$ cat src/rtl/lpdec_pkg.sv
package lpdec_pkg;

    localparam logic [1:0] LS_SPACE = 2'b00;
    localparam logic [1:0] LS_MARK0 = 2'b01;
    localparam logic [1:0] LS_MARK1 = 2'b10;
    localparam logic [1:0] LS_STOP  = 2'b11;

    typedef enum logic [3:0] {
        ST_WAIT_STOP,
        ST_STOP,
        ST_HS_RQ,
        ST_HS,
        ST_ENT_A,
        ST_ENT_B,
        ST_ESC_RQ,
        ST_BTA_RQ,
        ST_ESC_CMD,
        ST_ESC_LPDT,
        ST_ESC_TRIG,
        ST_ESC_BAD,
        ST_ULPS,
        ST_ULPS_WAKE
    } dec_state_e;

endpackage

$ cat src/rtl/lpdec_sync.sv
module lpdec_sync #(
    parameter int STAGES = 2
) (
    input  logic       clk,
    input  logic       rst_n,
    input  logic [1:0] raw,
    output logic [1:0] cur,
    output logic       evt
);
    logic [1:0] stg [STAGES];
    logic [1:0] prev_q;

    always_ff @(posedge clk or negedge rst_n) begin
        if (!rst_n) stg[0] <= 2'b00;
        else        stg[0] <= raw;
    end

    for (genvar g = 1; g < STAGES; g++) begin : g_stage
        always_ff @(posedge clk or negedge rst_n) begin
            if (!rst_n) stg[g] <= 2'b00;
            else        stg[g] <= stg[g-1];
        end
    end

    always_ff @(posedge clk or negedge rst_n) begin
        if (!rst_n) prev_q <= 2'b00;
        else        prev_q <= stg[STAGES-1];
    end

    assign cur = stg[STAGES-1];
    assign evt = (stg[STAGES-1] != prev_q);

endmodule

$ cat src/rtl/lpdec_wake_timer.sv
module lpdec_wake_timer #(
    parameter int CYCLES = 100000
) (
    input  logic clk,
    input  logic rst_n,
    input  logic en,
    output logic done
);
    localparam int CW = (CYCLES > 1) ? $clog2(CYCLES) : 1;
    localparam logic [CW-1:0] LAST = CW'(CYCLES - 1);

    logic [CW-1:0] cnt_q;

    always_ff @(posedge clk or negedge rst_n) begin
        if (!rst_n)          cnt_q <= '0;
        else if (!en)        cnt_q <= '0;
        else if (cnt_q != LAST) cnt_q <= cnt_q + 1'b1;
    end

    assign done = en && (cnt_q == LAST);

    // the wake window only completes after the timer ran in the previous cycle
    p_done_after_run_r11: assert property (@(posedge clk) disable iff (!rst_n)
        done |-> $past(en));

endmodule

$ cat src/rtl/lpdec_byte_asm.sv
module lpdec_byte_asm #(
    parameter int W = 8
) (
    input  logic         clk,
    input  logic         rst_n,
    input  logic         clr,
    input  logic         bit_vld,
    input  logic         bit_val,
    output logic [W-1:0] byte_q,
    output logic         done
);
    localparam int NW = $clog2(W);
    localparam logic [NW-1:0] TOP = NW'(W - 1);

    logic [NW-1:0] idx_q;
    logic          done_q;

    always_ff @(posedge clk or negedge rst_n) begin
        if (!rst_n) begin
            idx_q  <= '0;
            byte_q <= '0;
            done_q <= 1'b0;
        end else if (clr) begin
            idx_q  <= '0;
            done_q <= 1'b0;
        end else begin
            done_q <= bit_vld && (idx_q == TOP);
            if (bit_vld) begin
                byte_q <= {bit_val, byte_q[W-1:1]};
                idx_q  <= (idx_q == TOP) ? '0 : idx_q + 1'b1;
            end
        end
    end

    assign done = done_q;

    // a whole byte needs several symbols, so completion never repeats back to back
    p_done_single_r5: assert property (@(posedge clk) disable iff (!rst_n)
        done |=> !done);

endmodule

$ cat src/rtl/lp_lane_seq_decoder.sv
module lp_lane_seq_decoder
    import lpdec_pkg::*;
#(
    parameter int          CLK_KHZ  = 100000,
    parameter int          WAKE_US  = 1000,
    parameter logic [7:0]  CMD_LPDT = 8'h87,
    parameter logic [7:0]  CMD_ULPS = 8'h78,
    parameter logic [7:0]  CMD_TRIG = 8'h46
) (
    input  logic       clk,
    input  logic       rst_n,
    input  logic       lp_p,
    input  logic       lp_n,
    output logic       hs_req,
    output logic       esc_mode,
    output logic       ulps_mode,
    output logic       cmd_err,
    output logic [7:0] rx_byte,
    output logic       rx_valid,
    output logic       trig_pulse,
    output logic       bta_pulse,
    output logic       esc_exit_pulse,
    output logic       ulps_exit_pulse,
    output logic       seq_err
);
    localparam int WAKE_CYC = (CLK_KHZ * WAKE_US) / 1000;

    dec_state_e state_q, state_d;
    logic [1:0] cur;
    logic       evt;
    logic       pend_q, pend_d, pval_q, pval_d;
    logic       in_esc;
    logic       sym_bit, sym_err, sym_exit, ent_err;
    logic       wake_done;
    logic [7:0] asm_byte;
    logic       asm_done;

    lpdec_sync #(.STAGES(2)) u_sync (
        .clk(clk), .rst_n(rst_n), .raw({lp_p, lp_n}), .cur(cur), .evt(evt)
    );

    lpdec_wake_timer #(.CYCLES(WAKE_CYC)) u_wake (
        .clk(clk), .rst_n(rst_n), .en(state_q == ST_ULPS_WAKE), .done(wake_done)
    );

    lpdec_byte_asm #(.W(8)) u_asm (
        .clk(clk), .rst_n(rst_n), .clr(!in_esc),
        .bit_vld(sym_bit), .bit_val(pval_q),
        .byte_q(asm_byte), .done(asm_done)
    );

    assign in_esc = (state_q == ST_ESC_CMD) || (state_q == ST_ESC_LPDT) ||
                    (state_q == ST_ESC_TRIG) || (state_q == ST_ESC_BAD);

    // spaced-one-hot symbol tracking
    always_comb begin
        pend_d   = pend_q;
        pval_d   = pval_q;
        sym_bit  = 1'b0;
        sym_err  = 1'b0;
        sym_exit = 1'b0;
        if (!in_esc) begin
            pend_d = 1'b0;
        end else if (evt) begin
            case (cur)
                LS_SPACE: begin
                    if (pend_q) begin
                        sym_bit = 1'b1;
                        pend_d  = 1'b0;
                    end
                end
                LS_MARK0, LS_MARK1: begin
                    if (pend_q) begin
                        sym_err = 1'b1;
                        pend_d  = 1'b0;
                    end else begin
                        pend_d = 1'b1;
                        pval_d = (cur == LS_MARK1);
                    end
                end
                default: begin
                    if (pend_q && pval_q) sym_exit = 1'b1;
                    else                  sym_err  = 1'b1;
                    pend_d = 1'b0;
                end
            endcase
        end
    end

    // next state
    always_comb begin
        state_d = state_q;
        ent_err = 1'b0;
        unique case (state_q)
            ST_WAIT_STOP: if (cur == LS_STOP) state_d = ST_STOP;
            ST_STOP: if (evt) begin
                if (cur == LS_MARK1)      state_d = ST_ENT_A;
                else if (cur == LS_MARK0) state_d = ST_HS_RQ;
                else                      ent_err = 1'b1;
            end
            ST_HS_RQ: if (evt) begin
                if (cur == LS_SPACE) state_d = ST_HS;
                else                 ent_err = 1'b1;
            end
            ST_HS: if (evt && cur == LS_STOP) state_d = ST_STOP;
            ST_ENT_A: if (evt) begin
                if (cur == LS_SPACE) state_d = ST_ENT_B;
                else                 ent_err = 1'b1;
            end
            ST_ENT_B: if (evt) begin
                if (cur == LS_MARK0)      state_d = ST_ESC_RQ;
                else if (cur == LS_MARK1) state_d = ST_BTA_RQ;
                else                      ent_err = 1'b1;
            end
            ST_ESC_RQ: if (evt) begin
                if (cur == LS_SPACE) state_d = ST_ESC_CMD;
                else                 ent_err = 1'b1;
            end
            ST_BTA_RQ: if (evt) begin
                if (cur == LS_SPACE) state_d = ST_WAIT_STOP;
                else                 ent_err = 1'b1;
            end
            ST_ESC_CMD: begin
                if (sym_err)       state_d = ST_WAIT_STOP;
                else if (sym_exit) state_d = ST_STOP;
                else if (asm_done) begin
                    if (asm_byte == CMD_LPDT)      state_d = ST_ESC_LPDT;
                    else if (asm_byte == CMD_ULPS) state_d = ST_ULPS;
                    else if (asm_byte == CMD_TRIG) state_d = ST_ESC_TRIG;
                    else                           state_d = ST_ESC_BAD;
                end
            end
            ST_ESC_LPDT, ST_ESC_TRIG, ST_ESC_BAD: begin
                if (sym_err)       state_d = ST_WAIT_STOP;
                else if (sym_exit) state_d = ST_STOP;
            end
            ST_ULPS: if (evt && cur == LS_MARK1) state_d = ST_ULPS_WAKE;
            ST_ULPS_WAKE: if (evt) begin
                if (cur == LS_STOP && wake_done) state_d = ST_STOP;
                else                             state_d = ST_ULPS;
            end
            default: state_d = ST_WAIT_STOP;
        endcase
        if (ent_err) state_d = ST_WAIT_STOP;
    end

    // state register
    always_ff @(posedge clk or negedge rst_n) begin
        if (!rst_n) begin
            state_q <= ST_WAIT_STOP;
            pend_q  <= 1'b0;
            pval_q  <= 1'b0;
        end else begin
            state_q <= state_d;
            pend_q  <= pend_d;
            pval_q  <= pval_d;
        end
    end

    // outputs
    always_comb begin
        hs_req          = (state_q == ST_HS);
        esc_mode        = in_esc;
        ulps_mode       = (state_q == ST_ULPS) || (state_q == ST_ULPS_WAKE);
        cmd_err         = (state_q == ST_ESC_BAD);
        rx_byte         = asm_byte;
        rx_valid        = (state_q == ST_ESC_LPDT) && asm_done;
        trig_pulse      = (state_q == ST_ESC_CMD) && asm_done && !sym_err &&
                          (asm_byte == CMD_TRIG);
        bta_pulse       = (state_q == ST_BTA_RQ) && evt && (cur == LS_SPACE);
        esc_exit_pulse  = in_esc && sym_exit;
        ulps_exit_pulse = (state_q == ST_ULPS_WAKE) && evt && (cur == LS_STOP) && wake_done;
        seq_err         = ent_err || sym_err;
    end

    // at most one mode flag at a time
    p_modes_exclusive_r2: assert property (@(posedge clk) disable iff (!rst_n)
        $onehot0({hs_req, esc_mode, ulps_mode}));

    // bytes only leave in an accepted data escape
    p_byte_in_data_r8: assert property (@(posedge clk) disable iff (!rst_n)
        rx_valid |-> (esc_mode && !cmd_err));

    // escape exit leaves escape mode
    p_exit_drops_esc_r9: assert property (@(posedge clk) disable iff (!rst_n)
        esc_exit_pulse |=> !esc_mode && !cmd_err);

    // wake exit leaves the low-power state
    p_wake_drops_ulps_r11: assert property (@(posedge clk) disable iff (!rst_n)
        ulps_exit_pulse |=> !ulps_mode);

    // an error drops every mode
    p_err_drops_modes_r12: assert property (@(posedge clk) disable iff (!rst_n)
        seq_err |=> !(hs_req || esc_mode || ulps_mode));

    // turnaround raises no mode
    p_bta_no_mode_r4: assert property (@(posedge clk) disable iff (!rst_n)
        bta_pulse |=> !(hs_req || esc_mode || ulps_mode));

endmodule

$ cat config.mk
export PLATFORM = sky130hd
export DESIGN_NAME = lp_lane_seq_decoder
export DESIGN_NICKNAME = d
export VERILOG_FILES = /design/src/rtl/lpdec_pkg.sv /design/src/rtl/lpdec_sync.sv /design/src/rtl/lpdec_wake_timer.sv /design/src/rtl/lpdec_byte_asm.sv /design/src/rtl/lp_lane_seq_decoder.sv
export SDC_FILE = /design/constraint.sdc
export NUM_CORES = 1
export LEC_CHECK = 0
export BUFFER_PORTS_ARGS = -buffer_cell sky130_fd_sc_hd__buf_2
export CORE_MARGIN = 10
export CORE_UTILIZATION = 55
export CTS_CLUSTER_DIAMETER = 200
export DETAILED_ROUTE_END_ITERATION = 8
export GPL_TIMING_DRIVEN = 0
export PLACE_DENSITY = 0.75
export SYNTH_ARGS = -nofsm -noshare
export SYNTH_HDL_FRONTEND = slang
export SYNTH_SLANG_ARGS = --single-unit
$ cat constraint.sdc
create_clock -name clk -period 4.3 [get_ports clk]
set_input_delay 0.43 -clock clk [delete_from_list [all_inputs] [get_ports clk]]
set_output_delay 0.43 -clock clk [all_outputs]
set_load 0.01 [all_outputs]
# Yosys cells after proc, flatten, opt, wreduce, memory -nomap -nowiden
# Cells that the tools add are included.
# word_totals
inputBits	4
rom_bits	0
reg_bits	41
ram_bits	0
output_inout_bits	18
mem_count	0
latch_bits	0
word_cells	148
# classes
eq_ne	44
order_cmp	0
shift	0
mux	60
n_reduce_logical	31
n_bitwise	1
div_mod_pow	0
add_sub_neg	2
multipliers	0
# ops
cell	count
2-to-1 mux 4 bit	25
case mux 4 bit (12 select lines)	1
inequality test 3 bit (second input constant)	12
2-to-1 mux 17 bit	2
2-to-1 mux 1 bit	25
equality test 4 bit (second input constant)	6
AND reduction 18 bit	1
adder 17 x 1 -> 17 bit (second input constant)	1
equality test 17 bit (second input constant)	1
inequality test 17 bit (second input constant)	1
equality test 4 x 3 -> 1 bit (second input constant)	4
equality test 8 x 7 -> 1 bit (second input constant)	2
logical AND 1 bit	16
2-to-1 mux 3 bit	5
inequality test 4 bit (second input constant)	3
equality test 4 x 2 -> 1 bit (second input constant)	2
equality test 8 bit (second input constant)	1
OR reduction 3 bit	2
logical OR 1 bit	5
inequality test 5 x 4 -> 1 bit (second input constant)	1
equality test 2 bit (second input constant)	2
equality test 4 x 1 -> 1 bit (second input constant)	1
logical NOT 4 bit	1
inequality test 2 bit (second input constant)	2
16 further kinds	16

# Longest topological paths before layout
# logic_depth
word_depth	9
mapped_depth	8
ltp_nobuf	8

# Cells and area by module
# Synthesis repeated with hierarchy kept, for this count alone.
# hier_totals
hier_cells	248
area_unflattened_um2	2468.6
# by_module_without_submodules
mod	seq_area_each_um2	cells_per_inst	area_each_um2	n_inst
lpdec_wake_timer	425.4	93	918.4	1
lp_lane_seq_decoder	150.1	111	845.8	1
lpdec_byte_asm	300.3	33	518.0	1
lpdec_sync	150.1	11	186.4	1

# Worst setup path after synthesis
# OpenSTA, ideal clock, no wires.
# synth_timing
kind	flip-flop to flip-flop
startpoint	register u_wake.cnt_q[12]
endpoint	register state_q[2]
stages_incl_launch_ff	7
synth_period_minus_slack_ps	2544
required_ps	4175
setup_time_ps	125
slack_ps	1756
arrival_time_ps	2419
n_path_buf	0
cell_sequence	dfrtp_1 -> or4b_1 -> or2_0 -> or4b_1 -> or4_1 -> a22o_1 -> mux2_4
# synth_via
elab_chain_cells	7
# synth_lines
element	line_no	text
start: declaration	lpdec_wake_timer.sv:12	logic [CW-1:0] cnt_q;
start signal: assignment	lpdec_wake_timer.sv:17	else if (cnt_q != LAST) cnt_q <= cnt_q + 1'b1;
equality test 17 bit	lpdec_wake_timer.sv:20	assign done = en && (cnt_q == LAST);
logical AND 1 bit	lpdec_wake_timer.sv:20	
logical AND 1 bit	lp_lane_seq_decoder.sv:139	if (cur == LS_STOP && wake_done) state_d = ST_STOP;
2-to-1 mux 4 bit	lp_lane_seq_decoder.sv:139	
2-to-1 mux 4 bit	lp_lane_seq_decoder.sv:138	ST_ULPS_WAKE: if (evt) begin
case mux 4 bit (12 select lines)	lp_lane_seq_decoder.sv:94	unique case (state_q)
2-to-1 mux 4 bit	lp_lane_seq_decoder.sv:144	if (ent_err) state_d = ST_WAIT_STOP;
end signal: assignment	lp_lane_seq_decoder.sv:154	state_q <= state_d;
end: declaration	lp_lane_seq_decoder.sv:28	dec_state_e state_q, state_d;
# No other way between the ends. The select of a mux whose other input is x is not followed.
# A chain may end at the register's enable or synchronous reset.

# Final worst setup path
# layout_timing
startpoint	register u_wake.cnt_q[13]
endpoint	output ulps_exit_pulse
# layout_via
elab_chain_cells	3
# layout_lines
element	line_no	text
equality test 17 bit	lpdec_wake_timer.sv:20	
logical AND 1 bit	lpdec_wake_timer.sv:20	
logical AND 1 bit	lp_lane_seq_decoder.sv:172	ulps_exit_pulse = (state_q == ST_ULPS_WAKE) && evt && (cur == LS_STOP) && wake_done;
end: declaration	lp_lane_seq_decoder.sv:23	output logic ulps_exit_pulse,
# No other way between the ends.

==> impl_metrics.env <==
export IMPL_run_status="finished clean"
export IMPL_postCtsSetupRepairBufs=0
export IMPL_maxClockFrequency_mhz=332
export IMPL_p_leak_nw=1.18
export IMPL_numCtsBuffers=5
export IMPL_clkLatencyLatePin_ns=0.29
export IMPL_io_buffer_count=21
export IMPL_routed_via_density=6.00
export IMPL_die_height_um=85.5
export IMPL_mostFrequentLayoutCell="sky130_fd_sc_hd__dfrtp_1"
export IMPL_critical_path_endpoint_type="primary output"
export IMPL_syn_mean_instance_area_um2=9.32
export IMPL_yosys_cell_types_count=49
export IMPL_fp_coreArea_um2=4090
export IMPL_timing_max_cap_violations=0
export IMPL_layout_drive_gt1_share_pct=15.6
export IMPL_fin_tns_setup_ns=0
export IMPL_post_synth_edffs=0
export IMPL_path_cells="or4b_1 > or2_0 > or3_2 > nor4_1 > buf_2"
export IMPL_die_width_um=85.5
export IMPL_initial_core_utilization_pct=57.7
export IMPL_cts_hold_fix_buffers=0
export IMPL_power_density_nw_per_um2=462
export IMPL_yosys_warnings=0
export IMPL_cts_resized_gates=0
export IMPL_final_net_count=292
export IMPL_cts_tree="built"
export IMPL_worst_slew_pin_slew_ns=0.915
export IMPL_ctsLongestPathBuffers=2
export IMPL_cp_data_arrival_time_ns=2.58
export IMPL_initialDrtViolationCount=135
export IMPL_routed_wirelength_um=5310
export IMPL_cts_clock_pin_slew_for_the_worst_setup_and_hold_paths_ns=0.08
export IMPL_detail_route_wl_per_cell_um=16.0
export IMPL_grt_pass1_wl_um=9520
export IMPL_post_route_drc_count=0
export IMPL_detail_route_first_pass_iterations=4
export IMPL_placed_cell_area_um2=2520
export IMPL_slowest_delay_ns=0.55
export IMPL_min_clock_period_post_route_ns=3.01
export IMPL_via_count_of_the_routed_design=1992
export IMPL_area_growth_pct=12.0
export IMPL_htree_num_levels=2
export IMPL_detailedPlacementHpwl_um=3990
export IMPL_finalCritPeriodShare_pct=70.0
export IMPL_final_count_of_hold_timing_violations=0
export IMPL_irDropWorstVdd_v=0.000341
export IMPL_fin_area_um2=2640
export IMPL_boundaryPins=22
export IMPL_syn_num_nets=264
export IMPL_grt_setup_unrepaired="no"
export IMPL_critical_path_slowest_cell="sky130_fd_sc_hd__or4b_1"
export IMPL_grt_util_all_layers_pct=15.6
export IMPL_yosys_register_bits=41
export IMPL_grt_antenna_before_repair=0
export IMPL_antenna_cells_inserted=0
export IMPL_postSynth_topFlopCell="sky130_fd_sc_hd__dfrtp_1"
export IMPL_hold_class="in2reg"
export IMPL_crit_start_category="flop"
export IMPL_postSynth_asyncResetShare_pct=100
export IMPL_placed_cells=324
export IMPL_clock_root_buffer="sky130_fd_sc_hd__clkbuf_8"
export IMPL_critPathMaxFanout=5
export IMPL_grt_max_degree=42
export IMPL_rows=23
export IMPL_worst_clock_skew_ns=0.00530
export IMPL_grt_pass1_vias=2065
export IMPL_place_congestion=0.940
export IMPL_synth_sequential_area_ratio_pct=43.5
export IMPL_global_route_overflow_total=0
export IMPL_timing_final_setup_violations=0
export IMPL_post_layout_nonfiller_instances=332
export IMPL_required_ns=3.87
export IMPL_dieArea_um2=7300
export IMPL_max_slew_margin_rel_pct=38.4
export IMPL_critPathKind="reg2out"
export IMPL_ant_nets=0
export IMPL_syn_area_um2=2360
export IMPL_drv_slew=0
export IMPL_total_clock_sinks=41
export IMPL_synth_cells=253
export IMPL_layout_cells_most_common_list="41 x sky130_fd_sc_hd__dfrtp_1, 33 x sky130_fd_sc_hd__nor2_1, 24 x sky130_fd_sc_hd__nand2_1"
==> state kept, by name (all words and copies together), names as in the netlist <==
| name | flops |
|---|---|
| u_asm.done | 1 |
| u_wake.cnt_q | 17 |
| u_sync.cur | 2 |
| u_sync.prev_q | 2 |
| u_asm.byte_q | 8 |
| state_q | 4 |
| pend_q | 1 |
| pval_q | 1 |
| u_sync.stg | 2 |
| u_asm.idx_q | 3 |
==> per-stage QoR <==
stage	utilization (%)	setup WS, ns	hold slack (ns)	power (mW)
3_5_place_dp	61.8	1.57	0.336	0.907
4_1_cts	64.6	1.29	0.236	1.23
5_1_grt	64.6	1.18	0.226	1.31
6_report	64.6	1.29	0.246	1.22
3_3_place_gp	61.8	1.58	0.334	0.899
2_1_floorplan	-	1.76	0.134	0.791
==> cells in the mapped netlist, types with 3 or more instances <==
library cell | count | share of area, %
sky130_fd_sc_hd__nand4_1 | 6 | 1.6
sky130_fd_sc_hd__nand2_1 | 24 | 3.8
sky130_fd_sc_hd__clkbuf_1 | 8 | 1.3
sky130_fd_sc_hd__o31ai_1 | 4 | 1.3
sky130_fd_sc_hd__nand2b_1 | 4 | 1.1
sky130_fd_sc_hd__o21ai_0 | 9 | 1.9
sky130_fd_sc_hd__xnor2_1 | 3 | 1.1
sky130_fd_sc_hd__inv_1 | 8 | 1.3
sky130_fd_sc_hd__nor2_1 | 33 | 5.3
sky130_fd_sc_hd__nor3_1 | 6 | 1.3
sky130_fd_sc_hd__nor4_1 | 4 | 1.1
sky130_fd_sc_hd__ha_1 | 7 | 3.7
sky130_fd_sc_hd__dfrtp_1 | 41 | 44
sky130_fd_sc_hd__or4_1 | 3 | 0.96
sky130_fd_sc_hd__mux2_2 | 11 | 5.3
sky130_fd_sc_hd__a31oi_1 | 3 | 0.80
sky130_fd_sc_hd__a21oi_1 | 17 | 3.6
sky130_fd_sc_hd__nand3_1 | 8 | 1.7
sky130_fd_sc_hd__xor2_1 | 15 | 5.6
==> cells by family after synthesis <==
logic type,after synthesis,synth area share [%]
multiplexers,13,6.32
AO/OA/AOI/OAI,50,13.7
adder cells (fa/ha/maj),7,3.72
buffers and inverters,16,2.55
XOR/XNOR,18,6.69
AND/OR/NAND/NOR,108,23.5
flip-flops,41,43.5
==> power breakdown <==
part | internal (mW) | switching, mW
Combinational | 0.193 | 0.281
Sequential | 0.411 | 0.0228
Clock | 0.189 | 0.124
Total | 0.793 | 0.428
==> critical path: cells and delay by family (launching register included) <==
family                 cells  cell delay, ns
buffers and inverters      1            0.20
DFF                        1            0.41
and+or+nand+nor            4            1.69
==> cell type report <==
| type | count | area (um2) |
|---|---|---|
| fill | 354 | 1450 |
| clock buffer | 7 | 86.3 |
| inverter | 8 | 30.0 |
| sequential | 41 | 1030 |
| buffer | 8 | 30.0 |
| multi-input combinational | 196 | 1270 |
| timing repair buffer | 21 | 105 |
| clock inverter | 1 | 30.0 |
| tap | 50 | 62.6 |
==> per-layer routing <==
layer,wire length (um),up-vias,GRT usage [%]
met1,2310,955,18.3
met3,294,12,4.59
li1,-,966,-
met2,2560,59,25.2
met4,149,0,8.08
met5,0,-,0
==> path summary, 6_finish.rpt <==
kind / depth (start not counted) / from / slack (ns) / to
worst max-delay path: 5 / u_wake.cnt_q[13] / 1.29 / ulps_exit_pulse
worst min-delay path: 1 / lp_p / 0.25 / u_sync.stg[3]
worst max register to register: 6 / u_wake.cnt_q[13] / 1.55 / state_q[2]
worst min register to register: 0 / u_sync.stg[2] / 0.35 / u_sync.cur[0]
max in group asynchronous: 1 / rst_n / 3.47 / u_asm.byte_q[0]
min in group asynchronous: 1 / rst_n / 0.26 / state_q[2]
No activity file was read; power rests on OpenSTA's default activity.
